**config.mk**
```make
export PLATFORM = sky130hd
export DESIGN_NAME = pio_mode_sel
export DESIGN_NICKNAME = d
export VERILOG_FILES = /design/src/rtl/pio_sel_pkg.sv /design/src/rtl/pio_word_capture.sv /design/src/rtl/pio_cycle_grade.sv /design/src/rtl/pio_mode_decide.sv /design/src/rtl/pio_mode_sel.sv
export SDC_FILE = /design/constraint.sdc
export NUM_CORES = 1
export LEC_CHECK = 0
export BUFFER_PORTS_ARGS = -buffer_cell sky130_fd_sc_hd__buf_2
export CAP_MARGIN = 15
export CORE_MARGIN = 1.5
export CORE_UTILIZATION = 50
export CTS_CLUSTER_SIZE = 14
export DETAILED_ROUTE_END_ITERATION = 8
export HOLD_SLACK_MARGIN = 0.02
export PLACE_DENSITY_LB_ADDON = 0.12
export SLEW_MARGIN = 10
export SYNTH_ARGS = -nofsm -noshare
export SYNTH_HDL_FRONTEND = slang
export SYNTH_SLANG_ARGS = --single-unit
```
**constraint.sdc**
```tcl
create_clock -name clk_i -period 3.8 [get_ports clk_i]
set_input_delay 0.38 -clock clk_i [delete_from_list [all_inputs] [get_ports clk_i]]
set_output_delay 0.38 -clock clk_i [all_outputs]
set_load 0.03 [all_outputs]
```
**src/rtl/pio_sel_pkg.sv**
```systemverilog
package pio_sel_pkg;
  localparam int unsigned ID_DW = 16;

  typedef enum logic [2:0] {
    PIO_COMPAT = 3'd0,
    PIO_2      = 3'd2,
    PIO_3      = 3'd3,
    PIO_4      = 3'd4
  } pio_mode_e;

  typedef struct packed {
    logic [ID_DW-1:0] w51;
    logic [ID_DW-1:0] w53;
    logic [ID_DW-1:0] w64;
    logic [ID_DW-1:0] w68;
  } id_words_t;

  typedef struct packed {
    pio_mode_e mode;
    logic      iordy;
  } pio_result_t;
endpackage

```
**src/rtl/pio_word_capture.sv**
```systemverilog
module pio_word_capture
  import pio_sel_pkg::*;
#(
  parameter int unsigned IW       = 8,
  parameter int unsigned LAST_IDX = 255
) (
  input  logic             clk_i,
  input  logic             rst_ni,
  input  logic             start_i,
  input  logic             valid_i,
  input  logic [ID_DW-1:0] word_i,
  input  logic [IW-1:0]    index_i,
  output id_words_t        words_o,
  output logic             last_o
);
  localparam int unsigned NTRK = 4;
  localparam int unsigned TRACK_IDX [NTRK] = '{51, 53, 64, 68};

  logic armed_q;
  logic accept;
  logic [ID_DW-1:0] word_q [NTRK];

  assign accept = armed_q && valid_i && !start_i;
  assign last_o = accept && (index_i == IW'(LAST_IDX));

  always_ff @(posedge clk_i or negedge rst_ni) begin
    if (!rst_ni)      armed_q <= 1'b0;
    else if (start_i) armed_q <= 1'b1;
    else if (last_o)  armed_q <= 1'b0;
  end

  for (genvar g = 0; g < NTRK; g++) begin : g_trk
    always_ff @(posedge clk_i or negedge rst_ni) begin
      if (!rst_ni)                                      word_q[g] <= '0;
      else if (start_i)                                 word_q[g] <= '0;
      else if (accept && index_i == IW'(TRACK_IDX[g])) word_q[g] <= word_i;
    end
  end

  assign words_o.w51 = word_q[0];
  assign words_o.w53 = word_q[1];
  assign words_o.w64 = word_q[2];
  assign words_o.w68 = word_q[3];
endmodule

```
**src/rtl/pio_cycle_grade.sv**
```systemverilog
module pio_cycle_grade
  import pio_sel_pkg::*;
#(
  parameter int unsigned T_FAST = 120,
  parameter int unsigned T_MID  = 180,
  parameter int unsigned T_SLOW = 240
) (
  input  logic [ID_DW-1:0] cyc_i,
  output logic             le_fast_o,
  output logic             le_mid_o,
  output logic             le_slow_o
);
  assign le_fast_o = cyc_i <= ID_DW'(T_FAST);
  assign le_mid_o  = cyc_i <= ID_DW'(T_MID);
  assign le_slow_o = cyc_i <= ID_DW'(T_SLOW);
endmodule

```
**src/rtl/pio_mode_decide.sv**
```systemverilog
module pio_mode_decide
  import pio_sel_pkg::*;
#(
  parameter int unsigned VALID_BIT = 1,
  parameter int unsigned P4_BIT    = 1,
  parameter int unsigned P3_BIT    = 0
) (
  input  id_words_t   words_i,
  input  logic        le_fast_i,
  input  logic        le_mid_i,
  input  logic        le_slow_i,
  output pio_result_t res_o
);
  logic adv_ok;
  logic [7:0] base_mode;

  assign adv_ok    = words_i.w53[VALID_BIT] && (words_i.w68 != '0);
  assign base_mode = words_i.w51[15:8];

  always_comb begin
    res_o = '{mode: PIO_COMPAT, iordy: 1'b0};
    if (adv_ok && words_i.w64[P4_BIT]) begin
      if (le_fast_i)      res_o = '{mode: PIO_4, iordy: 1'b1};
      else if (le_mid_i)  res_o = '{mode: PIO_3, iordy: 1'b1};
      else if (le_slow_i) res_o.mode = PIO_2;
    end else if (adv_ok && words_i.w64[P3_BIT]) begin
      if (le_mid_i)       res_o = '{mode: PIO_3, iordy: 1'b1};
      else if (le_slow_i) res_o.mode = PIO_2;
    end else if (base_mode >= 8'd2) begin
      // word 51 PIO2 implies a 240 ns cycle; no time check
      res_o.mode = PIO_2;
    end
  end
endmodule

```
**src/rtl/pio_mode_sel.sv**
```systemverilog
module pio_mode_sel
  import pio_sel_pkg::*;
#(
  parameter int unsigned IW       = 8,
  parameter int unsigned LAST_IDX = 255,
  parameter int unsigned T_FAST   = 120,
  parameter int unsigned T_MID    = 180,
  parameter int unsigned T_SLOW   = 240
) (
  input  logic        clk_i,
  input  logic        rst_ni,
  input  logic        start_i,
  input  logic        word_valid_i,
  input  logic [15:0] word_i,
  input  logic [7:0]  index_i,
  output logic        done_o,
  output logic [2:0]  mode_o,
  output logic        iordy_en_o
);
  id_words_t   words;
  logic        last;
  logic        le_fast, le_mid, le_slow;
  pio_result_t res_d, res_q;
  logic        done_q;

  pio_word_capture #(.IW(IW), .LAST_IDX(LAST_IDX)) i_capture (
    .clk_i   (clk_i),
    .rst_ni  (rst_ni),
    .start_i (start_i),
    .valid_i (word_valid_i),
    .word_i  (word_i),
    .index_i (index_i),
    .words_o (words),
    .last_o  (last)
  );

  pio_cycle_grade #(.T_FAST(T_FAST), .T_MID(T_MID), .T_SLOW(T_SLOW)) i_grade (
    .cyc_i     (words.w68),
    .le_fast_o (le_fast),
    .le_mid_o  (le_mid),
    .le_slow_o (le_slow)
  );

  pio_mode_decide i_decide (
    .words_i   (words),
    .le_fast_i (le_fast),
    .le_mid_i  (le_mid),
    .le_slow_i (le_slow),
    .res_o     (res_d)
  );

  always_ff @(posedge clk_i or negedge rst_ni) begin
    if (!rst_ni) begin
      done_q <= 1'b0;
      res_q  <= '{mode: PIO_COMPAT, iordy: 1'b0};
    end else begin
      done_q <= last;
      if (last) res_q <= res_d;
    end
  end

  assign done_o     = done_q;
  assign mode_o     = res_q.mode;
  assign iordy_en_o = res_q.iordy;
endmodule

```
* Yosys cells after proc, flatten, opt, wreduce, memory -nomap -nowiden
Cells that the tools add are included.
Operators by class: reductions and logical operators 17, $lt $le $gt $ge 4, mux-type cells 18, equal/unequal tests 5
Operators by type and width (number):
- 2-to-1 mux 16 bit | 4
- less-or-equal comparator 16 x 8 -> 1 bit (second input constant) | 2
- equality test 8 x 6 -> 1 bit (second input constant) | 2
- equality test 8 x 7 -> 1 bit (second input constant) | 2
- less-or-equal comparator 16 x 7 -> 1 bit (second input constant) | 1
- nonzero test 16 bit | 1
- 2-to-1 mux 2 bit | 7
- logical AND 1 bit | 10
- nonzero test 2 bit | 5
- equality test 8 bit (second input constant) | 1
- greater-or-equal comparator 8 x 2 -> 1 bit (second input constant) | 1
- 2-to-1 mux 4 bit | 2
- 2-to-1 mux 1 bit | 4
- 2-to-1 mux 3 bit | 1
- zero test 1 bit | 1
Word-level totals: input bits 28, word-level logic and storage cells 52, register bits 42

* Longest topological paths before layout
depth after elaboration 5, mapped depth 6, gate-level depth less buffers 4

* Modules after synthesis
Synthesis repeated with hierarchy kept, for this count alone.
Unflattened totals: cells, all modules 283, area total of the unflattened synthesis 3415.8 µm²
Modules (own cells, without submodules):
- pio_word_capture | sequential area each 1626.6 µm², cells an instance 240, times used 1, area an instance 3026.7 µm²
- pio_mode_sel | sequential area each 125.1 µm², cells an instance 9, times used 1, area an instance 170.2 µm²
- pio_mode_decide | sequential area each 0.0 µm², cells an instance 21, times used 1, area an instance 125.1 µm²
- pio_cycle_grade | sequential area each 0.0 µm², cells an instance 13, times used 1, area an instance 93.8 µm²

* Least setup slack after synthesis
Ideal clock, no wire load.
path kind input to register, start in index_i[0], end reg i_capture.word_q (netlist bit i_capture.words_o[0]), path buffers 2, slack 2.360 ns, data required time 3.668 ns, stages on the path 6, setup time 0.132 ns, arrival 1.308 ns, path through nor4_2 -> and4b_1 -> buf_4 -> buf_8 -> mux2i_1 -> nor2_1
Between the ends: word-level cells in the longest chain between the ends 3
RTL lines:
- from (decl) | RTL line pio_mode_sel.sv:15 | input logic [7:0] index_i,
- equality test 8 x 7 -> 1 bit | RTL line pio_word_capture.sv:36 | else if (accept && index_i == IW'(TRACK_IDX[g])) word_q[g] <= word_i;
- logical AND 1 bit | RTL line pio_word_capture.sv:36
- nonzero test 2 bit (no source line)
- to (signal, indexed assignment) | RTL line pio_word_capture.sv:36
- to (decl) | RTL line pio_word_capture.sv:21 | logic [ID_DW-1:0] word_q [NTRK];
No other way between the ends. A chain may end at the register's enable or synchronous reset.

* Worst setup path in the final report
start in start_i, end reg i_capture.word_q (netlist bit i_capture.words_o[8])
Between the ends: word-level cells in the longest chain between the ends 4, elaborated cells on any way between the ends 5, classes of those cells mux: 1; reduce/logical: 4
RTL lines:
- from (decl) | RTL line pio_mode_sel.sv:12 | input logic start_i,
- zero test 1 bit | RTL line pio_word_capture.sv:23 | assign accept = armed_q && valid_i && !start_i;
- logical AND 1 bit | RTL line pio_word_capture.sv:23
- logical AND 1 bit | RTL line pio_word_capture.sv:36
- nonzero test 2 bit (no source line)
Parallel ways exist; a longest one is shown, timed or not.

==> reports/results.tsv <==
metric	value	unit
fmax	529.4	MHz
power.share.sequential	0.586	
max_slew_margin	0.3873	
ioPinCount	33	
place.gp.congestion	0.8497	
synth_edf_count	0	
cp-endpoint	i_capture.words_o[8]	
grt_pass1_wl	5292	um
rows	20	
vdd_drop_max	0.0001894	V
start_util	0.5207	
reg2reg_from	i_capture.armed_q	
antenna_found_initial	0	
power.internal	0.4462	mW
rr_worst_depth	4	
drv_cap	0	
powerDensity	321.0	nW/um2
power	0.5816	mW
crit_type	in2reg	
vias	1223	
gr-usage-met1	0.2877	
worstSkewPairLatency	0.34	ns
grt_pass1_vias	1120	
ys_warn_count	0	
met3_usage	0.07205	
overflow	0	
worstPathRequired	4.01	ns
die_y	59.15	um
diodes	0	
hold_violations	0	
synthCells	146	
holdBufCountCts	0	
swShare	0.2328	
r2r_slack	1.92	ns
first_pass_iters	4	
async_flop_share	1.000	
crit_fanout	29	
whs	0.08057	ns
fillers	276	
layout-drive-gt1-share	0.2556	
busiest_layer	met2	
multi_input_area	737.0	um2
worst-slew-pin-transition	0.9184	ns
status	completed	
cts_buffers	5	
setup.worst_path.start_class	input port	
hp-class	in2async	
startpoint	start_i	
pwr-share-clk	0.350	
cts_resized	0	
setup-violations-final	0	
nNetsFinal	207	
post-route-period-util	0.4971	
synthDistinctLibCells	35	
cts.clk_slew.worst_paths	0.10	ns
routedWlPerCell	14.12	um
drc	0	
path_cells	buf_2, nand2b_1, and4b_1, mux2i_1, nor2_1	
final_cells	224	
viasPerCell	5.460	
cp_slowest_cell	and4b_1	
clk_root_buffer_cell	clkbuf_4	
place_hpwl	2233	um
end_kind	register	
cts.sinks	32	
r2r-end	i_capture.words_o[8]	
rsz0062_at_grt	false	
areaGrowthSynthToFinish	14.92	%
yosysSeqAreaShare	0.5079	
ys_seq_elements	32	
die_x	59.15	um
die-area	3499	um2
regArea	800.8	um2
antenna_left	0	
grt_use_met2	0.3032	
p_leak	0.8871	nW
drt_iter0_drc	111	
tns	0	ns
pwr-share-comb	0.064	
post-route-util	0.5983	
cts.path.max_buffers	2	
avgSynthCellArea	10.80	um2
p_sw	0.1354	mW
cts_tree	yes	
ys.flop_type	dfrtp_1	
dp_cells	216	
slew_viol_final	0	
cp_slowest_stage_delay	0.87	ns
netlist_area	1577	um2
grt_start_max_net_pins	33	
skew	0.007233	ns
crit_arrival	2.10	ns
post-cts-setup-buffers	0	
track_usage	0.2110	
routed_wl	3163	um
core	3028	um2
h-tree-depth	2	
period_needed	1.889	ns
place.port_buffers	32	
mappedNetlistNets	174	
[Yosys cell counts (all sizes together) (2+ instances only)]
cell	number	area [um2]
dfrtp	32	800.8
nor2	26	97.59
mux2i	21	210.2
nand2	12	45.04
nor4	8	86.33
o21ai	7	35.03
nand4	6	43.79
nand2b	5	31.28
buf	3	27.52
clkbuf	3	11.26
and3	2	12.51
and4b	2	20.02
and4bb	2	25.02
nor3	2	10.01
o31ai	2	20.02
[layout by cell type (no fill, tap or decap), drive strengths merged, types with 2 or more instances in the layout]
cell	Yosys	routed
dfrtp	32	32
buf	3	32
nor2	26	26
mux2i	21	21
nand2	12	12
nor4	8	8
clkbuf	3	8
o21ai	7	7
nand4	6	6
nand2b	5	5
and3	2	2
and4bb	2	2
and4b	2	2
nor3	2	2
o31ai	2	2
[power groups by stage]
stage          clock, mW  sequential (mW)  combinational [mW]
4_1_cts            0.213            0.341              0.0379
6_report           0.204            0.341              0.0372
3_5_place_dp           0            0.348              0.0378
5_1_grt            0.225            0.341              0.0420
3_3_place_gp           0            0.348              0.0362
2_1_floorplan          0            0.348              0.0106
[registers in the layout (all words and copies together) (netlist names)]
register / cells
mode_o: 3
i_capture.words_o: 26
i_capture.armed_q: 1
iordy_en_o: 1
done_o: 1
[critical path, delay by kind of cell]
family | cells | cell delay [ns]
buffers and inverters | 1 | 0.26
AND/OR/NAND/NOR | 3 | 1.18
multiplexers | 1 | 0.28
[cell families (layout without fill, tap and decap cells)]
logic type,Yosys count,count (layout),share of synthesized area
AOI/OAI and AO/OA,16,16,0.06984
buffers and inverters,6,40,0.02460
DFF,32,32,0.5079
muxes,22,22,0.1405
and+or+nand+nor,70,70,0.2571
[area by class of cell]
cell class,count,share of cell area
multi-input cells,108,0.4068
repair buffers,32,0.08840
well taps,44,0.03039
flip-flops and latches,32,0.4420
clock buffers,8,0.03246
[per-stage QoR]
step	setup WS, ns	area, um2
2_1_floorplan	2.360	1577
3_3_place_gp	1.600	1753
3_5_place_dp	1.539	1753
4_1_cts	1.902	1812
5_1_grt	1.732	1812
6_report	1.911	1812
[metal layers]
layer	vias to the layer above	wire, um
met5	-	0
met4	0	62
met3	5	181
met2	43	1450
met1	581	1468
li1	594	-
[worst min-delay path by stage]
stage / cells past startpoint / endpoint / start
final: 1 / i_capture.words_o[6] / rst_ni
after global routing: 1 / i_capture.words_o[6] / rst_ni
after CTS: 1 / i_capture.words_o[5] / rst_ni
after detailed placement: 1 / mode_o[1] / rst_ni
after global placement: 1 / iordy_en_o / rst_ni
after floorplan: 0 / done_o / rst_ni
No activity file was read; power rests on OpenSTA's default activity.
